--- src/rtl/brtrace_pkg.sv ---
package brtrace_pkg;
  localparam int WORD_W   = 16;
  localparam int BUFPTR_W = 3;
  localparam int SV_BIT   = 15;
  localparam int PTR_LSB  = 12;
  localparam int DV_BIT   = 7;
  localparam int BUF_W    = BUFPTR_W + 1;

  typedef struct packed {
    logic                src_ok;
    logic                dst_ok;
    logic [BUFPTR_W-1:0] ptr;
  } trace_ent_t;
endpackage

--- src/rtl/brtrace_slot.sv ---
module brtrace_slot
  import brtrace_pkg::*;
(
  input  logic       clk,
  input  logic       rst_n,
  input  logic       shift_i,
  input  trace_ent_t shin_i,
  input  logic       tgt_i,
  input  logic       set_i,
  input  logic       clr_src_i,
  input  logic       clr_dst_i,
  output trace_ent_t ent_o
);
  logic                src_q, dst_q;
  logic [BUFPTR_W-1:0] ptr_q;
  logic                src_base, dst_base, src_d, dst_d;

  // Take the moved-in value first, then apply this slot's set/clear (set wins).
  always_comb begin
    src_base = shift_i ? shin_i.src_ok : src_q;
    dst_base = shift_i ? shin_i.dst_ok : dst_q;
    src_d    = src_base;
    dst_d    = dst_base;
    if (tgt_i) begin
      src_d = set_i | (src_base & ~clr_src_i);
      dst_d = set_i | (dst_base & ~clr_dst_i);
    end
  end

  always_ff @(posedge clk or negedge rst_n) begin
    if (!rst_n) begin
      src_q <= 1'b0;
      dst_q <= 1'b0;
    end else begin
      src_q <= src_d;
      dst_q <= dst_d;
    end
  end

  // Pointer storage deliberately has no reset.
  always_ff @(posedge clk) begin
    if (shift_i) ptr_q <= shin_i.ptr;
  end

  assign ent_o = '{src_ok: src_q, dst_ok: dst_q, ptr: ptr_q};
endmodule

--- src/rtl/brtrace_bufdec.sv ---
module brtrace_bufdec
  import brtrace_pkg::*;
(
  input  logic [BUFPTR_W-1:0] ptr_i,
  output logic [BUF_W-1:0]    buf_o
);
  always_comb begin
    if (ptr_i[0]) buf_o = {1'b0, ptr_i};
    else          buf_o = {1'b0, ptr_i} + BUF_W'(2);
  end
endmodule

--- src/rtl/brtrace_flag_queue.sv ---
module brtrace_flag_queue
  import brtrace_pkg::*;
#(
  parameter int DEPTH = 4,
  localparam int SEL_W = (DEPTH > 1) ? $clog2(DEPTH) : 1
) (
  input  logic                clk,
  input  logic                rst_n,
  input  logic                br_evt_i,
  input  logic                dst_fetch_i,
  input  logic                src_rd_i,
  input  logic                dst_rd_i,
  input  logic [BUFPTR_W-1:0] bufptr_i,
  input  logic [SEL_W-1:0]    sel_i,
  output logic [WORD_W-1:0]   word_o,
  output logic [BUF_W-1:0]    buf_o
);
  trace_ent_t                         ent [DEPTH];
  logic [DEPTH-1:0]                   src_vec, dst_vec;
  logic [DEPTH-1:0][BUFPTR_W-1:0]     ptr_vec;
  trace_ent_t                         sel_ent;

  for (genvar i = 0; i < DEPTH; i++) begin : g_slot
    trace_ent_t shin;
    logic       tgt;
    if (i == 0) begin : g_head
      assign shin = '{src_ok: 1'b0, dst_ok: 1'b0, ptr: bufptr_i};
      assign tgt  = ~br_evt_i;
    end else if (i == 1) begin : g_second
      assign shin = ent[i-1];
      assign tgt  = br_evt_i;
    end else begin : g_deep
      assign shin = ent[i-1];
      assign tgt  = 1'b0;
    end

    brtrace_slot u_slot (
      .clk       (clk),
      .rst_n     (rst_n),
      .shift_i   (br_evt_i),
      .shin_i    (shin),
      .tgt_i     (tgt),
      .set_i     (dst_fetch_i),
      .clr_src_i (src_rd_i),
      .clr_dst_i (dst_rd_i),
      .ent_o     (ent[i])
    );

    assign src_vec[i] = ent[i].src_ok;
    assign dst_vec[i] = ent[i].dst_ok;
    assign ptr_vec[i] = ent[i].ptr;
  end

  always_comb begin
    sel_ent = ent[0];
    for (int k = 0; k < DEPTH; k++) begin
      if (sel_i == SEL_W'(k)) sel_ent = ent[k];
    end
  end

  always_comb begin
    word_o                                 = '0;
    word_o[SV_BIT]                         = sel_ent.src_ok;
    word_o[PTR_LSB +: BUFPTR_W]            = sel_ent.ptr;
    word_o[DV_BIT]                         = sel_ent.dst_ok;
  end

  brtrace_bufdec u_dec (
    .ptr_i (sel_ent.ptr),
    .buf_o (buf_o)
  );
endmodule

--- config.mk ---
export PLATFORM = sky130hd
export DESIGN_NAME = brtrace_flag_queue
export DESIGN_NICKNAME = d
export VERILOG_FILES = /design/src/rtl/brtrace_pkg.sv /design/src/rtl/brtrace_slot.sv /design/src/rtl/brtrace_bufdec.sv /design/src/rtl/brtrace_flag_queue.sv
export SDC_FILE = /design/constraint.sdc
export NUM_CORES = 1
export LEC_CHECK = 0
export ABC_AREA = 1
export BUFFER_PORTS_ARGS = -buffer_cell sky130_fd_sc_hd__buf_4
export CAP_MARGIN = 20
export CELL_PAD_IN_SITES_DETAIL_PLACEMENT = 1
export CELL_PAD_IN_SITES_GLOBAL_PLACEMENT = 2
export CORE_MARGIN = 2
export CORE_UTILIZATION = 29
export DETAILED_ROUTE_END_ITERATION = 8
export PLACE_DENSITY = 0.73
export SYNTH_ARGS = -nofsm -noshare
export SYNTH_HDL_FRONTEND = slang
export SYNTH_SLANG_ARGS = --single-unit
--- constraint.sdc ---
create_clock -name clk -period 1.3 [get_ports clk]
set_clock_uncertainty 0.05 [all_clocks]
set_input_delay 0.065 -clock clk [delete_from_list [all_inputs] [get_ports clk]]
set_output_delay 0.065 -clock clk [all_outputs]
set_load 0.01 [all_outputs]
======== Word level (Yosys, flattened, before mapping) ========
Cells that the tools add are included.
Widths: inputs -> output; s select.
word-level totals
  word-level logic and storage cells ...... 38
  output and inout port bits .............. 20
  flip-flop bits (word level) ............. 20
  input bits .............................. 11
operators by class
  add/sub/neg operators ................... 1
  equality and inequality tests ........... 3
  bitwise logic cells ..................... 10
  muxes and demuxes ....................... 12
operators by type and width
  operator             count
  $mux 5               3
  $mux 1               8
  $add 3x2->4 const B  1
  $and 1x1->1          4
  $eq 2x2->1 const B   2
  $mux 4               1
  $or 1x1->1           4
  $eq 2x1->1 const B   1
  $not 1->1            2

======== Depth between registers and ports, before layout ========
  word-level depth ........................ 6
  mapped depth ............................ 11
  mapped depth without buffers ............ 10

======== Cells and area by module ========
A second synthesis with hierarchy kept.
second synthesis, totals
  cells, all modules ...................... 168
  area, all modules ....................... 1247.4 um^2
by module, submodules not included
  module              instances  area each (um^2)  cells each  seq. area each (um^2)
  brtrace_slot        4          217.7             23          140.1
  brtrace_flag_queue  1          319.1             64          0.0
  brtrace_bufdec      1          57.6              12          0.0

======== Worst setup path after synthesis ========
No wires, ideal clock.
  path kind ............................... reg-to-output
  from .................................... register g_slot[2].u_slot.ptr_q[2]
  to ...................................... output buf_o[2]
  required time ........................... 1.185 ns
  path slack .............................. 0.194 ns
  path buffers ............................ 0
  stages on the path, launching flop included .. 8
  arrival ................................. 0.991 ns
  cells stage by stage .................... edfxtp_1 o21ai_0 nand2_1 nor2_2 nor2_4 nand3_1 nand2_1 inv_1
between the ends
  word-level cells in the longest chain between the ends .. 4
ends and longest elaborated chain
  element                 line                      text
  start, declared         brtrace_slot.sv:15        logic [BUFPTR_W-1:0] ptr_q;
  start signal, assigned  brtrace_slot.sv:42        if (shift_i) ptr_q <= shin_i.ptr;
  $mux 5 * (2 in series)  brtrace_flag_queue.sv:57  if (sel_i == SEL_W'(k)) sel_ent = ent[k];
  named net word_o[14]    brtrace_flag_queue.sv:15  output logic [WORD_W-1:0] word_o,
  $add 3x2->4             brtrace_bufdec.sv:9       else buf_o = {1'b0, ptr_i} + BUF_W'(2);
  $mux 4 *                brtrace_bufdec.sv:8       if (ptr_i[0]) buf_o = {1'b0, ptr_i};
  end, declared           brtrace_flag_queue.sv:16  output logic [BUF_W-1:0] buf_o
The timed path passes the listed nets; every way through them passes the cells marked *.

======== Worst setup path after layout ========
  from .................................... register g_slot[2].u_slot.ptr_q[0]
  to ...................................... output buf_o[2]
between the ends
  word-level cells in the longest chain between the ends .. 4
ends and longest elaborated chain
  element                 line
  $mux 5 * (2 in series)  brtrace_flag_queue.sv:57
  $add 3x2->4             brtrace_bufdec.sv:9
  $mux 4 *                brtrace_bufdec.sv:8
Every way passes the cells marked *; elsewhere a longest branch is shown, timed or not.

==> flow_metrics.tcl <==
set metrics [dict create \
    status "finished, violations left" \
    violations "setup timing" \
    syn_avg_cell_area_um2 9.68 \
    syn_inst 105 \
    critPathMaxFanout 4 \
    pwr-share-comb 0.206 \
    gr-total-overflow 0 \
    viasPerCell 4.07 \
    yosys-top-cells-area "edfxtp_1 (35%), dfrtp_1 (20%), buf_4 (8.9%), nand2_1 (6.7%), o21ai_0 (6.4%)" \
    p_seq_frac 0.476 \
    floorplan.initialDensity 0.302 \
    final_hold_viol_count 0 \
    drv_cap 0 \
    critPathCaptureType "output port" \
    vdd_drop_max_mv 0.539 \
    routed_wirelength_mm 1.99 \
    yosysTopAreaCell "edfxtp_1" \
    fin_ws_ns -0.241 \
    holdPathStages 4 \
    rr_worst_depth 4 \
    crit_top_cell "nand2_1" \
    insertion_delay_ns 0.30 \
    clockBufferDepth 2 \
    ant_nets 0 \
    hold-path-endpoint "g_slot[0].u_slot.src_q$_DFF_PN0_" \
    cp.required_ns 1.19 \
    async_flop_share 0.400 \
    hold_class "in2reg" \
    r2r_slack_ns 0.22 \
    grt_max_degree 24 \
    ys.flop_type "edfxtp_1" \
    cp-start-kind "flip-flop" \
    grt_pass1_vias 737 \
    p_int_uw 1190 \
    core-area_um2 3360 \
    yosysWarnings 0 \
    syn_to_final_growth_pct 30.9 \
    clock-sinks 20 \
    clkPwrFrac 0.318 \
    drc 0 \
    r2r_start "g_slot[0].u_slot.dst_q$_DFF_PN0_" \
    final-max-slew-violation-count 0 \
    ios 31 \
    powerDensity_nw_per_um2 1190 \
    p_switching_uw 391 \
    fmax_mhz 649 \
    min_period_over_period 1.19 \
    ys_seq_area_frac 0.552 \
    cts_buffers 3 \
    cts_root_buf "clkbuf_4" \
    fin_area_um2 1330 \
    p_leak_uw 0.000632 \
    antenna_found_initial 0 \
    dpl-instance-area_um2 1150 \
    layout.cells.non_filler 182 \
    drt_iter0_markers 12 \
    arrival_ns 1.43 \
    gp_congestion 0.757 \
    hold_path_startpoint "src_rd_i" \
    rsz0062_at_grt "yes" \
    final.min_clock_period_ns 1.54 \
    grt_pass1_wl_mm 3.39 \
    synth_edf_count 12 \
    htreeDepth 1 \
    swShare 0.246 \
    yosysMostFrequentCell "nand2_1" \
    tritoncts "built" \
    die_x_um 63.2 \
    crit_type "reg2out" \
    drive_gt1_frac 0.346 \
    first_pass_iters 3 \
    critPathTopFamily "simple AND/OR/NAND/NOR gates" \
    rows 21 \
    synth.top_cell.area_share 0.355 \
    die_area_um2 3990 \
    netlist_area_um2 1020 \
    critPathSlowestCell "edfxtp_1" \
    dp.cells 166 \
    cp_cell_sequence "nand2_1 -> nand2_1 -> nand2_1 -> nor2_2 -> nor2_4 -> nand3_2 -> nand2_2 -> inv_2 -> buf_6" \
    synth_commonest_cells "nand2_1 (18), inv_1 (14), o21ai_0 (13)" \
    worst-path-buf-inv 2 \
    seqCellArea_um2 561 \
    hpwl_mm 1.49 \
    synth_cell_type_count 19 \
    port_buffers 19 \
    grt_use_total 0.110 \
    reg2reg_to "g_slot[1].u_slot.dst_q$_DFF_PN0_" \
    startpoint "g_slot[2].u_slot.ptr_q[0]$_DFFE_PP_" \
    cts.clk_slew.worst_paths_ns 0.12 \
    multi_input_area_um2 343 \
    finalSetupViolCount 9 \
    wl_per_cell_um 10.9 \
    die_h_um 63.2 \
    critPathMaxStageDelay_ns 0.41 \
    nets 148 \
    antenna_cells 0 \
    vias 740 \
    ys_ff_latch 20 \
    nFillCells 416 \
]
-- how the worst max path moves through the flow --
stage                     slack, ns  depth (start not counted)       end
final                         -0.24                          9  buf_o[2]
after CTS                     -0.26                         10  buf_o[2]
after detailed placement       0.04                          9  buf_o[2]
after global placement         0.09                          9  buf_o[2]
after global routing          -0.41                          9  buf_o[2]
after floorplan                0.19                          7  buf_o[2]
-- placed cells by master, fill, tap and decap left out --
master / count
dlygate4sd3_1: 5
nor2_2: 3
a21oi_1: 3
nand3_2: 1
nand2_1: 14
dfrtp_1: 8
nor2_4: 3
nand2_2: 4
nand3_1: 3
buf_6: 3
bufinv_16: 1
edfxtp_1: 12
clkbuf_4: 3
o21ai_0: 11
o221ai_1: 1
inv_1: 12
xor2_1: 1
nand2_4: 2
inv_2: 4
buf_4: 23
nor2_1: 5
nand3b_1: 1
o21ai_1: 2
conb_1: 11
-- metal layers --
metal | up-vias | GRT usage | routed length [µm]
li1 | 371 | - | -
met1 | 345 | 0.134 | 836
met2 | 22 | 0.182 | 1040
met3 | 2 | 0.0268 | 99
met4 | 0 | 0.0571 | 14
met5 | - | 0 | 0
-- worst min-delay path, delay by kind of cell --
family                 cells  cell delay, ns
and+or+nand+nor            1            0.07
AOI/OAI and AO/OA          1            0.06
buffers and inverters      2            0.15
-- cell type report --
cell class,instances,share of cell area
clock buffers,3,0.0169
clock inverters,1,0.0226
inverters,16,0.0452
multi-input cells,65,0.258
flip-flops and latches,20,0.421
well taps,46,0.0433
repair buffers,31,0.193
-- logic make-up after synthesis --
kind of cell,synth area share
compound gates,0.0874
xor+xnor,0.00862
buf+inv,0.163
flops,0.552
other cells,0.00369
simple gates,0.186
-- sequential cells by signal (all words and copies together) (netlist names) --
| signal | flops |
|---|---|
| g_slot.u_slot.dst_q | 4 |
| g_slot.u_slot.ptr_q | 12 |
| g_slot.u_slot.src_q | 4 |
-- repair_timing --
item	4_1_cts	5_1_grt
setup buffers	5	2
pin swaps	6	9
hold buffers	5	0
endpoints found under the setup margin	9	9
hold endpoints to repair	14	0
resized for setup	7	5
-- power groups by stage --
stage / Sequential, µW / Combinational [µW] / Clock [µW]
floorplan: 761 / 185 / 0
global placement: 769 / 265 / 0
detailed placement: 771 / 272 / 0
CTS: 757 / 318 / 522
global route: 762 / 367 / 551
finish: 755 / 326 / 504
-- per-stage QoR --
stage	total power [µW]	setup slack, ns	util	hold slack (ns)	setup TNS [ns]
after floorplan	946	0.194	-	-0.281	0
after global placement	1030	0.0875	0.342	-0.162	0
after detailed placement	1040	0.0420	0.342	-0.158	0
after CTS	1600	-0.256	0.389	0.0249	-1.62
after global routing	1680	-0.412	0.395	0.0300	-2.69
final	1590	-0.241	0.395	0.0334	-1.49
Power figures use the tool's default switching activity.
